==> config.mk <==
export PLATFORM = sky130hd
export DESIGN_NAME = irq_lowpri_router
export DESIGN_NICKNAME = d
export VERILOG_FILES = /design/src/rtl/irq_route_pkg.sv /design/src/rtl/irq_prio_bank.sv /design/src/rtl/irq_min_pick.sv /design/src/rtl/irq_req_tracker.sv /design/src/rtl/irq_dispatch_fsm.sv /design/src/rtl/irq_lowpri_router.sv
export SDC_FILE = /design/constraint.sdc
export NUM_CORES = 1
export LEC_CHECK = 0
export BUFFER_PORTS_ARGS = -buffer_cell sky130_fd_sc_hd__buf_2
export CAP_MARGIN = 20
export CORE_MARGIN = 2
export CORE_UTILIZATION = 55
export CTS_BUF_LIST = sky130_fd_sc_hd__clkbuf_8
export DETAILED_ROUTE_END_ITERATION = 10
export GPL_TIMING_DRIVEN = 0
export PLACE_DENSITY = 0.8
export SYNTH_ARGS = -nofsm -noshare
export SYNTH_HDL_FRONTEND = slang
export SYNTH_SLANG_ARGS = --single-unit
==> constraint.sdc <==
create_clock -name clk -period 5.77 [get_ports clk]
set_input_delay 1.731 -clock clk [delete_from_list [all_inputs] [get_ports clk]]
set_output_delay 1.731 -clock clk [all_outputs]
set_load 0.005 [all_outputs]
==> src/rtl/irq_route_pkg.sv <==
package irq_route_pkg;

  // Dispatcher state: idle, or waiting for the chosen core to acknowledge.
  typedef enum logic [0:0] {
    RT_IDLE = 1'b0,
    RT_WAIT = 1'b1
  } route_state_e;

  // One-hot decode of a core index into a vector of the given width.
  function automatic logic [7:0] idx_to_onehot(input logic [2:0] idx);
    logic [7:0] v;
    v = '0;
    v[idx] = 1'b1;
    return v;
  endfunction

endpackage

==> src/rtl/irq_prio_bank.sv <==
module irq_prio_bank #(
  parameter int NUM_CORES = 4,
  parameter int PRIO_W    = 4
) (
  input  logic                               clk,
  input  logic                               rst_n,
  input  logic [NUM_CORES-1:0]               wr_en,
  input  logic [NUM_CORES-1:0][PRIO_W-1:0]   wr_val,
  output logic [NUM_CORES-1:0][PRIO_W-1:0]   prio_q
);

  // One register per core, each with its own write enable.
  for (genvar c = 0; c < NUM_CORES; c++) begin : g_core
    logic [PRIO_W-1:0] val_nxt;

    always_comb begin
      val_nxt = prio_q[c];
      if (wr_en[c]) val_nxt = wr_val[c];
    end

    always_ff @(posedge clk or negedge rst_n) begin
      if (!rst_n) prio_q[c] <= '0;
      else        prio_q[c] <= val_nxt;
    end
  end

endmodule

==> src/rtl/irq_min_pick.sv <==
module irq_min_pick #(
  parameter int NUM_CORES = 4,
  parameter int PRIO_W    = 4,
  localparam int IDX_W    = $clog2(NUM_CORES)
) (
  input  logic [NUM_CORES-1:0][PRIO_W-1:0] prio,
  output logic [IDX_W-1:0]                 pick_idx
);

  // Linear scan with strict less-than: the first core holding the minimum wins.
  logic [PRIO_W-1:0] best_val;

  always_comb begin
    best_val = prio[0];
    pick_idx = '0;
    for (int c = 1; c < NUM_CORES; c++) begin
      if (prio[c] < best_val) begin
        best_val = prio[c];
        pick_idx = IDX_W'(c);
      end
    end
  end

endmodule

==> src/rtl/irq_req_tracker.sv <==
module irq_req_tracker (
  input  logic clk,
  input  logic rst_n,
  input  logic ctl_req,
  input  logic take,      // dispatcher consumes the available request
  output logic avail      // a fresh edge or a held request is waiting
);

  logic req_d;
  logic pend_q, pend_nxt;
  logic req_edge;

  assign req_edge = ctl_req & ~req_d;
  assign avail    = pend_q | req_edge;

  always_comb begin
    pend_nxt = pend_q;
    if (take)          pend_nxt = 1'b0;
    else if (req_edge) pend_nxt = 1'b1;   // extra edges fold into one flag
  end

  always_ff @(posedge clk or negedge rst_n) begin
    if (!rst_n) begin
      req_d  <= 1'b0;
      pend_q <= 1'b0;
    end else begin
      req_d  <= ctl_req;
      pend_q <= pend_nxt;
    end
  end

endmodule

==> src/rtl/irq_dispatch_fsm.sv <==
module irq_dispatch_fsm
  import irq_route_pkg::*;
#(
  parameter int NUM_CORES = 4,
  localparam int IDX_W    = $clog2(NUM_CORES)
) (
  input  logic                 clk,
  input  logic                 rst_n,
  input  logic                 avail,
  input  logic [IDX_W-1:0]     pick_idx,
  input  logic [NUM_CORES-1:0] core_ack,
  output logic                 take,
  output logic [NUM_CORES-1:0] core_irq
);

  route_state_e         st_q, st_nxt;
  logic [IDX_W-1:0]     tgt_q;
  logic                 tgt_en;
  logic [NUM_CORES-1:0] irq_nxt;
  logic [7:0]           pick_oh;

  assign pick_oh = idx_to_onehot(3'(pick_idx));

  always_comb begin
    st_nxt  = st_q;
    take    = 1'b0;
    tgt_en  = 1'b0;
    irq_nxt = core_irq;
    unique case (st_q)
      RT_IDLE: begin
        if (avail) begin
          take    = 1'b1;
          tgt_en  = 1'b1;
          st_nxt  = RT_WAIT;
          irq_nxt = pick_oh[NUM_CORES-1:0];
        end
      end
      RT_WAIT: begin
        if (core_ack[tgt_q]) begin
          st_nxt  = RT_IDLE;
          irq_nxt = '0;
        end
      end
      default: st_nxt = RT_IDLE;
    endcase
  end

  always_ff @(posedge clk or negedge rst_n) begin
    if (!rst_n) begin
      st_q     <= RT_IDLE;
      core_irq <= '0;
    end else begin
      st_q     <= st_nxt;
      core_irq <= irq_nxt;
    end
  end

  always_ff @(posedge clk or negedge rst_n) begin
    if (!rst_n)      tgt_q <= '0;
    else if (tgt_en) tgt_q <= pick_idx;
  end

endmodule

==> src/rtl/irq_lowpri_router.sv <==
module irq_lowpri_router #(
  parameter int NUM_CORES = 4,
  parameter int PRIO_W    = 4,
  localparam int IDX_W    = $clog2(NUM_CORES)
) (
  input  logic                        clk,
  input  logic                        rst_n,
  input  logic                        ctl_req,
  input  logic [NUM_CORES-1:0]        prio_we,
  input  logic [NUM_CORES*PRIO_W-1:0] prio_wdata,
  input  logic [NUM_CORES-1:0]        core_ack,
  output logic [NUM_CORES-1:0]        core_irq
);

  logic [NUM_CORES-1:0][PRIO_W-1:0] wr_val;
  logic [NUM_CORES-1:0][PRIO_W-1:0] prio_q;
  logic [IDX_W-1:0]                 pick_idx;
  logic                             avail;
  logic                             take;

  assign wr_val = prio_wdata;

  irq_prio_bank #(.NUM_CORES(NUM_CORES), .PRIO_W(PRIO_W)) u_bank (
    .clk    (clk),
    .rst_n  (rst_n),
    .wr_en  (prio_we),
    .wr_val (wr_val),
    .prio_q (prio_q)
  );

  irq_min_pick #(.NUM_CORES(NUM_CORES), .PRIO_W(PRIO_W)) u_pick (
    .prio     (prio_q),
    .pick_idx (pick_idx)
  );

  irq_req_tracker u_trk (
    .clk     (clk),
    .rst_n   (rst_n),
    .ctl_req (ctl_req),
    .take    (take),
    .avail   (avail)
  );

  irq_dispatch_fsm #(.NUM_CORES(NUM_CORES)) u_fsm (
    .clk      (clk),
    .rst_n    (rst_n),
    .avail    (avail),
    .pick_idx (pick_idx),
    .core_ack (core_ack),
    .take     (take),
    .core_irq (core_irq)
  );

endmodule

# Yosys cells after proc, flatten, opt, wreduce, memory -nomap -nowiden
# Index checks and enable logic that the tools add are counted.
# word_totals
latchBits,0
output_inout_bits,4
ram_bits,0
word_cells,42
in_bits,27
regBits,25
rom_bits,0
mem_count,0
# op_classes
mux,18
addsub,0
n_mul,0
shifts,0
order_cmp,6
n_div,0
bitwise_logic,4
reduce_logical,3
n_eq_ne,2
# op_table
cell,n
$mux 4,4
$lt 4x4->1,3
$mux 1,8
$pmux 4 s2,1
$lt 2x4->1 const B,1
$mux 2,2
$ne 2x2->1 const B,2
$lt 2x3->1 const B,1
$bmux 1 s2,1
$demux 1 s2,1
$ge 2x1->1 const B,1
$not 1->1,2
$pmux 1 s2,1
$reduce_and 2->1,1
$reduce_bool 2->1,1
$and 1x1->1,1
$logic_and 1x1->1,1
$or 1x1->1,1

# Longest topological paths before layout
# Gate-level depths: netlist of run 1.
# depth
ltp_word,12
depth_mapped,17
ltp_nobuf,17

# By module
# From an unflattened synthesis of run 1, not the netlist that was laid out.
# hier_totals
cells_unflattened,119
hier_area_um2,1425.1
# modules_own_cells
module,n_inst,seq_area_each_um2,area_per_inst_um2,cells_each
irq_prio_bank,1,400.4,580.6,32
irq_min_pick,1,0.0,392.9,51
irq_dispatch_fsm,1,175.2,371.6,30
irq_req_tracker,1,50.0,80.1,6

# Least setup slack after synthesis of run 1
# No wires, ideal clock.
# synth_path
path_kind,register to register
startpoint,reg u_bank.prio_q[3] in the netlist's numbering
endpoint,reg u_fsm.core_irq[0]
n_path_buf,0
setup_time_ns,0.122
t_required_ns,5.648
t_arrival_ns,3.943
stages_incl_launch_ff,16
slack_ns,1.706
synth_period_minus_slack_ns,4.064
cell_sequence,dfrtp_1 inv_1 ha_1 and3_4 a221oi_2 a21oi_1 ha_1 and2b_1 a2111oi_2 a31oi_2 mux2_1 ha_1 or4_4 a221oi_4 o31ai_2 a32o_1
# synth_between
elab_chain_cells,12
# synth_lines
element,line,source
from (decl),irq_prio_bank.sv:9,output logic [NUM_CORES-1:0][PRIO_W-1:0] prio_q
"from (signal, indexed assignment)",irq_prio_bank.sv:23,else prio_q[c] <= val_nxt;
$lt 4x4->1,irq_min_pick.sv:17,if (prio[c] < best_val) begin
$mux 4,irq_min_pick.sv:17,
$lt 4x4->1,irq_min_pick.sv:17,
$mux 4,irq_min_pick.sv:17,
$lt 4x4->1,irq_min_pick.sv:17,
$mux 2 *,irq_min_pick.sv:17,
$lt 2x4->1 (implied by the code) or $ge 2x1->1 (tied branches),irq_route_pkg.sv:13,v[idx] = 1'b1;
$logic_and 1x1->1 (implied by the code),irq_route_pkg.sv:13,
$mux 1 (implied by the code),irq_route_pkg.sv:13,
$demux 1 s2 *,--,
$mux 4 *,irq_dispatch_fsm.sv:31,if (avail) begin
$pmux 4 s2 *,irq_dispatch_fsm.sv:29,unique case (st_q)
to (signal assigned),irq_dispatch_fsm.sv:54,core_irq <= irq_nxt;
to (decl),irq_dispatch_fsm.sv:13,output logic [NUM_CORES-1:0] core_irq
# Every way passes the cells marked *; elsewhere a longest branch is shown, timed or not. The select of a mux whose other input is x is not followed.
# A chain may end at the register's enable or synchronous reset.

# Worst setup path in the final report of run 1
# Same ends and word-level chain as after synthesis.

==> results of run 1 <==
[worst reg2reg max path: stages (launching register included)]
cell	delay, ns
dfrtp_1	0.36
inv_1	0.06
ha_1	0.36
and3_4	0.21
a221oi_2	0.45
nor2_1	0.09
a21oi_1	0.20
ha_1	0.23
nor2_1	0.06
a22o_1	0.24
a31oi_2	0.37
mux2_1	0.38
ha_1	0.22
or4_4	0.50
a221oi_4	0.27
o31ai_2	0.16
a32o_1	0.27
[per-stage QoR]
step | power [mW] | utilization, % | std cells | setup WS [ns]
final | 0.512 | 69.7 | 183 | 1.25
after global routing | 0.548 | 69.7 | 183 | 0.920
after CTS | 0.513 | 69.7 | 183 | 1.28
after detailed placement | 0.411 | 67.7 | 179 | 1.29
after global placement | 0.401 | 67.7 | 179 | 1.37
after floorplan | 0.357 | - | 121 | 1.71
[path summary, 6_finish.rpt]
path | slack [ns] | from | cells past startpoint | end
max | 1.25 | u_bank.prio_q[3] | 16 | u_fsm.core_irq[0]
min | 0.51 | u_trk.pend_q | 2 | u_trk.pend_q
max reg2reg | 1.25 | u_bank.prio_q[3] | 16 | u_fsm.core_irq[0]
min reg2reg | 0.51 | u_trk.pend_q | 2 | u_trk.pend_q
max in group asynchronous | 3.97 | rst_n | 1 | u_bank.prio_q[3]
min in group asynchronous | 1.43 | rst_n | 1 | u_fsm.tgt_q[0]
[Yosys cell counts]
library cell and instances:
o211ai_1 1, o21ai_0 6, inv_1 11, o22ai_1 1, o32ai_1 1, dfrtp_1 25
mux2_1 2, o211a_1 1, ha_1 11, mux2_2 10, nor2_1 10, nand2b_1 1
nand3_1 2, or4_4 1, a31oi_1 1, o21ai_1 2, a31oi_2 1, a221oi_2 1
mux4_2 1, or2_1 2, and3_4 1, nand3b_1 1, a21oi_1 8, clkbuf_1 1
o31ai_2 1, a221oi_4 1, a2111oi_2 1, a21o_1 2, nand2_1 8, a22o_1 2
a32o_1 1, and2_1 1, and3_1 1, and2b_1 1
[sequential cells by signal (all words and copies together) (netlist names)]
register,flops
u_bank.prio_q,16
u_fsm.core_irq,4
u_fsm.tgt_q,2
u_fsm.st_q,1
u_trk.pend_q,1
u_trk.req_d,1
[area by class of cell]
type | instances | area, µm²
clock buffers | 3 | 41.3
fillers | 175 | 691
flip-flops and latches | 25 | 626
multi-input cells | 84 | 684
well taps | 28 | 35.0
repair buffers | 30 | 150
clock inverters | 1 | 3.75
plain buffers | 1 | 3.75
inverters | 11 | 41.3
[kinds of logic (layout without fill, tap and decap cells)]
group,Yosys count,after routing,share of synthesized area (%)
adder cells (fa/ha/maj),11,11,10.2
AND/OR/NAND/NOR,29,29,10.8
multiplexers,13,13,11.6
flip-flops,25,25,46.2
AO/OA/AOI/OAI,31,31,17.9
buffers and inverters,12,46,3.32
[power by group through the flow]
stage / sequential [mW] / clock [mW] / combinational [mW]
3_5_place_dp: 0.231 / 0 / 0.180
2_1_floorplan: 0.228 / 0 / 0.129
6_report: 0.227 / 0.103 / 0.182
4_1_cts: 0.228 / 0.104 / 0.182
3_3_place_gp: 0.229 / 0 / 0.172
5_1_grt: 0.232 / 0.112 / 0.204
[layer usage]
layer	track usage, %	vias to the layer above	share of wire [%]
met1	24.6	495	41
met3	4.17	5	6.0
met5	0	-	0
li1	-	503	-
met4	7.69	0	1.4
met2	40.3	40	51
==> qor.csv, run 1 <==
stage,metric,value,unit
sta,tns,0,ns
synthesis,synth.top_cell.area_share,46.2,%
sta,rsz0062_at_grt,false,
grt,antenna_found_initial,0,
power,power_frac_clock,20.1,%
synthesis,synth.cell_area,1360,µm²
die,ios,31,
grt,overflow,0,
sta,tightest_slew,0.543,ns
run_status,status,"complete, no violations",
detailed_routing,first_pass_iters,4,
detailed_routing,ant_nets,0,
worst_setup_path,critical_path_buf_inv_count,1,
worst_setup_path,cp-start-kind,flip-flop,
power,p_per_area,323,nW/µm²
clocking,cts_resized,0,
synthesis,postSynthCellCount,121,
synthesis,synth_area_leaders,"dfrtp_1 46%, ha_1 10%, mux2_2 8.3%",
sta,finalCritPeriodShare,78.4,%
min_path,hp-class,reg -> reg,
finish,antennaDiodeCount,0,
detailed_routing,drc,0,
clocking,h-tree-depth,1,
worst_setup_path,cp_common_cell,ha_1,
placement,io_buffers,30,
clocking,clock_path_buffers,2,
die,fp.dieW,53.6,µm
power,combPwrFrac,35.5,%
clocking,clock_latency,0.27,ns
detailed_routing,first_iter_violations,24,
synthesis,synth_seq_cells,25,
grt,grt_start_max_net_pins,26,
sta,hold_violations,0,
clocking,cts_buffers,3,
placement,dp_hpwl,2080,µm
worst_setup_path,path_max_fanout,7,
die,dieArea,2880,µm²
clocking,root_buffer,clkbuf_8,
finish,nets,194,
synthesis,avgSynthCellArea,11.2,µm²
synthesis,ys_warn_count,0,
die,fp-row-count,17,
power,power.leakage,0.772,nW
finish,design_area,1590,µm²
sta,finalCriticalPeriod,4.52,ns
sta,timing.hold.ws,0.505,ns
flow_run,max_cap_violations,0,
worst_setup_path,slowest_delay,0.50,ns
finish,final_cell_mix,"30 x buf_2, 25 x dfrtp_1, 12 x inv_1",
clocking,clock_sinks,25,
synthesis,seq_area_frac_synth,46.2,%
power,power.share.switching,33.5,%
power,seq_power_share,44.4,%
sta,relSlewSlack,63.8,%
clocking,path_clk_slew,0.08,ns
power,internal_power,0.341,mW
detailed_routing,wl_per_cell,14.5,µm
finish,layout_commonest_cell,buf_2,
power,ir_drop,0.226,mV
die,initial_core_util,59.5,%
die,coreArea,2280,µm²
power,power_switching,0.171,mW
clocking,cts_tree,done,
die,die_y,53.6,µm
synthesis,ys_types,34,
placement,place_area,1540,µm²
sta,fmax,0.221,GHz
synthesis,synth_top_cell_by_area,dfrtp_1,
placement,gp_congestion,0.873,
sta,clock_skew,0.00720,ns
grt,grt_usage,21.7,%
worst_setup_path,crit_chain,"inv_1, ha_1, and3_4, a221oi_2, nor2_1, a21oi_1, ha_1, nor2_1, a22o_1, a31oi_2, mux2_1, ha_1, or4_4, a221oi_4, o31ai_2, a32o_1",
clocking,cts_hold_buf,0,
finish,drive_above_1_share,32.9,%
detailed_routing,via_per_inst,5.70,
worst_setup_path,critPathTopFamily,compound AO/OA/AOI/OAI gates,
detailed_routing,vias,1043,
worst_setup_path,cp.required,5.93,ns
worst_setup_path,cp_slowest_cell,or4_4,
worst_setup_path,critPathKind,reg -> reg,
grt,grt_pass1_vias,1043,
sta,slew_violations,0,
grt,grt_pass1_wl,4410,µm
detailed_routing,wl,2650,µm
synthesis,syn_nets,159,
clocking,post_cts_buffers,0,
worst_setup_path,crit_arrival,4.68,ns
sta,final-setup-viol-count,0,
finish,syn2layout_area_growth,17.0,%
worst_setup_path,endpoint_kind,flip-flop,
Note: power is estimated with default switching activity, not from simulation.
==> run 2: changes to the inputs <==
--- a/config.mk
+++ b/config.mk
@@ -5,14 +5,15 @@
 export SDC_FILE = /design/constraint.sdc
 export NUM_CORES = 1
 export LEC_CHECK = 0
+export ABC_AREA = 1
 export BUFFER_PORTS_ARGS = -buffer_cell sky130_fd_sc_hd__buf_2
 export CAP_MARGIN = 20
 export CORE_MARGIN = 2
-export CORE_UTILIZATION = 55
+export CORE_UTILIZATION = 50
 export CTS_BUF_LIST = sky130_fd_sc_hd__clkbuf_8
 export DETAILED_ROUTE_END_ITERATION = 10
 export GPL_TIMING_DRIVEN = 0
-export PLACE_DENSITY = 0.8
+export PLACE_DENSITY = 0.77
 export SYNTH_ARGS = -nofsm -noshare
 export SYNTH_HDL_FRONTEND = slang
 export SYNTH_SLANG_ARGS = --single-unit
==> constraint.sdc (replaced) <==
create_clock -name clk -period 4 [get_ports clk]
set_input_delay 1.2 -clock clk [delete_from_list [all_inputs] [get_ports clk]]
set_output_delay 1.2 -clock clk [all_outputs]
set_load 0.005 [all_outputs]
==> qor.csv, run 2 <==
stage,metric,value,unit,change
sta,finalCriticalPeriod,2.92,ns,-1.60 ns
die,initial_core_util,53.0,%,-6.5 points
finish,seq_area,626,µm²,unchanged
power,seq_power_share,45.3,%,+0.9 points
power,ir_drop,0.447,mV,+98%
finish,nFillCells,229,,+31%
detailed_routing,ant_nets,0,,unchanged
clocking,h-tree-depth,1,,unchanged
worst_setup_path,cp.required,4.17,ns,-1.76 ns
sta,rsz0062_at_grt,false,,
min_path,hold_end,u_fsm.core_irq[0],,
clocking,cts_tree,done,,
worst_setup_path,reg2regPathDepth,20,,+4
die,ios,31,,unchanged
detailed_routing,wl_per_cell,11.3,µm,-22%
synthesis,synthFlopType,dfrtp_1,,
detailed_routing,wl,2370,µm,-11%
sta,tns,0,ns,unchanged
power,power,0.739,mW,+44%
sta,setup_slack,1.08,ns,-0.169 ns
finish,fin_util,62.3,%,-7.3 points
worst_setup_path,crit_arrival,3.09,ns,-1.59 ns
synthesis,syn_nets,183,,+15%
worst_setup_path,path_max_fanout,9,,+2
clocking,clock_sinks,25,,unchanged
detailed_routing,via_per_inst,4.93,,-14%
die,die_y,55.5,µm,+3.4%
power,power.share.switching,35.4,%,+2.0 points
synthesis,synth.top_cell.area_share,47.2,%,+1.0 points
synthesis,async_flop_share,100,%,unchanged
placement,dp_hpwl,1990,µm,-4.2%
worst_setup_path,ff2ff_setup_slack,1.08,ns,-0.17 ns
power,p_per_area,475,nW/µm²,+47%
sta,clock_skew,0.00404,ns,-0.00316 ns
clocking,root_buffer,clkbuf_8,,
min_path,hold_start,u_fsm.core_irq[0],,
grt,grt_pass1_vias,999,,-4.2%
finish,antennaDiodeCount,0,,unchanged
finish,regMostFlops,u_bank.prio_q,,
clocking,post_cts_buffers,0,,unchanged
die,fp.dieW,55.5,µm,+3.4%
synthesis,yosysMostFrequentCell,nand2_1,,
sta,timing.hold.ws,0.486,ns,-0.0193 ns
grt,grt_pass1_wl,4040,µm,-8.3%
synthesis,synth_seq_cells,25,,unchanged
clocking,clock_latency,0.26,ns,about the same
grt,overflow,0,,unchanged
sta,slew_violations,0,,unchanged
placement,io_buffers,30,,unchanged
min_path,min_path_cells,2,,unchanged
synthesis,postSynthCellCount,145,,+20%
synthesis,ys_types,19,,-44%
clocking,path_clk_slew,0.08,ns,about the same
die,coreArea,2500,µm²,+9.8%
placement,pre_cts_ws,1.07,ns,-0.226 ns
flow_run,max_cap_violations,0,,unchanged
synthesis,synth_top_cell_by_area,dfrtp_1,,
synthesis,avgSynthCellArea,9.14,µm²,-18%
min_path,hp-class,reg -> reg,,
power,internal_power,0.477,mW,+40%
sta,fmax,0.342,GHz,+55%
finish,drive_above_1_share,30.7,%,-2.2 points
sta,finalCritPeriodShare,73.1,%,-5.3 points
die,fp-row-count,18,,+1
clocking,cts_resized,0,,unchanged
finish,final_cell_mix,"40 x nand2_1, 30 x buf_2, 25 x dfrtp_1",,
synthesis,ys_warn_count,0,,unchanged
detailed_routing,drc,0,,unchanged
detailed_routing,first_pass_iters,4,,unchanged
worst_setup_path,r2r_start,u_bank.prio_q[3],,
detailed_routing,first_iter_violations,19,,-21%
power,power_switching,0.262,mW,+53%
detailed_routing,vias,1030,,-1.2%
sta,tightest_slew,0.543,ns,-0.000197 ns
sta,hold_violations,0,,unchanged
sta,final-setup-viol-count,0,,unchanged
power,power_frac_clock,19.6,%,-0.5 points
finish,top_regs,"u_bank.prio_q: 16 flops, u_fsm.core_irq: 4 flops, u_fsm.tgt_q: 2 flops",,
synthesis,seq_area_frac_synth,47.2,%,+1.0 points
die,dieArea,3080,µm²,+7.0%
worst_setup_path,endpoint_kind,flip-flop,,
grt,grt_start_max_net_pins,26,,unchanged
clocking,cts_hold_buf,0,,unchanged
worst_setup_path,cp-start-kind,flip-flop,,
power,power.leakage,0.847,nW,+9.7%
synthesis,synth_area_leaders,"dfrtp_1 47%, nand2_1 11%, ha_1 10%",,
clocking,clock_path_buffers,2,,unchanged
run_status,status,"complete, no violations",,
synthesis,synth_common_cells,"40 x nand2_1, 25 x dfrtp_1, 19 x inv_1, 11 x ha_1, 11 x o21ai_0",,
sta,relSlewSlack,63.8,%,about the same
placement,gp_congestion,0.741,,-15%
finish,multiInputGateArea,621,µm²,-9.3%
grt,antenna_found_initial,0,,unchanged
finish,syn2layout_area_growth,17.6,%,
finish,nets,218,,+12%
power,combPwrFrac,35.2,%,-0.3 points
finish,largest_reg_flops,16,,unchanged
clocking,cts_buffers,3,,unchanged
finish,layout_commonest_cell,nand2_1,,
grt,grt_usage,16.5,%,-5.3 points
synthesis,synth.cell_area,1330,µm²,-2.2%
worst_setup_path,critPathKind,reg -> reg,,
worst_setup_path,reg2reg_to,u_fsm.tgt_q[1],,
synthesis,synth_edf_count,0,,unchanged
run 2: cell type report:
cell class                      instances  share of cell area (%)
Tap cell                               30                    2.41
Multi-Input combinational cell         99                    39.8
Clock inverter                          1                   0.241
Sequential cell                        25                    40.2
Clock buffer                            3                    2.65
Inverter                               21                    5.06
Timing Repair Buffer                   30                    9.64
run 2: how the worst max path moves through the flow:
stage	from	endpoint	slack (ns)	cells after the start
floorplan	u_bank.prio_q[3]	u_fsm.tgt_q[0]	1.42	20
global placement	u_bank.prio_q[3]	u_fsm.core_irq[0]	1.18	18
detailed placement	u_bank.prio_q[3]	u_fsm.core_irq[0]	1.07	18
CTS	u_bank.prio_q[3]	u_fsm.core_irq[0]	1.05	18
global route	u_bank.prio_q[3]	u_fsm.tgt_q[1]	0.78	20
finish	u_bank.prio_q[3]	u_fsm.tgt_q[1]	1.08	20
run 2: routing by layer:
layer	wire length, µm	part of all wire, %	vias to the layer above	GRT usage (%)
met5	0	0	-	0
met4	21	0.89	0	3.48
met3	125	5.3	2	5.15
met2	1210	51	27	30.6
met1	1000	42	471	18.3
li1	-	-	530	-
run 2: kinds of logic after synthesis:
kind of cell             Yosys count  synth area share [%]
AO/OA/AOI/OAI                     20                  8.59
adder cells (fa/ha/maj)           11                  10.4
buffers and inverters             21                  5.95
flip-flops                        25                  47.2
multiplexers                       9                  7.65
AND/OR/NAND/NOR                   59                  20.2
run 2: metrics by stage:
| stage | cells | cell area, µm² |
|---|---|---|
| 2_1_floorplan | 145 | 1330 |
| 3_3_place_gp | 205 | 1510 |
| 3_5_place_dp | 205 | 1510 |
| 4_1_cts | 209 | 1560 |
| 5_1_grt | 209 | 1560 |
| 6_report | 209 | 1560 |
run 2: power by group through the flow:
| stage | clock network (mW) | logic, mW | registers [mW] |
|---|---|---|---|
| floorplan | 0 | 0.187 | 0.334 |
| global placement | 0 | 0.245 | 0.336 |
| detailed placement | 0 | 0.263 | 0.340 |
| CTS | 0.151 | 0.264 | 0.335 |
| global route | 0.162 | 0.304 | 0.340 |
| finish | 0.145 | 0.260 | 0.335 |
run 2: critical path, cell delays in order (launching register included):
cell and delay (ns):
dfrtp_1 0.36, inv_1 0.06, ha_1 0.32, a21oi_2 0.26, nand2_4 0.10, o21ai_0 0.25
ha_1 0.29, nand2_1 0.06, nand2_1 0.06, nand2_2 0.09, nand2_4 0.09, nand2_1 0.07
o21ai_0 0.10, ha_1 0.29, nand2_1 0.05, inv_1 0.05, nand2_1 0.06, nand2_2 0.10
nand2_1 0.07, nand2_1 0.06, nand2_1 0.05
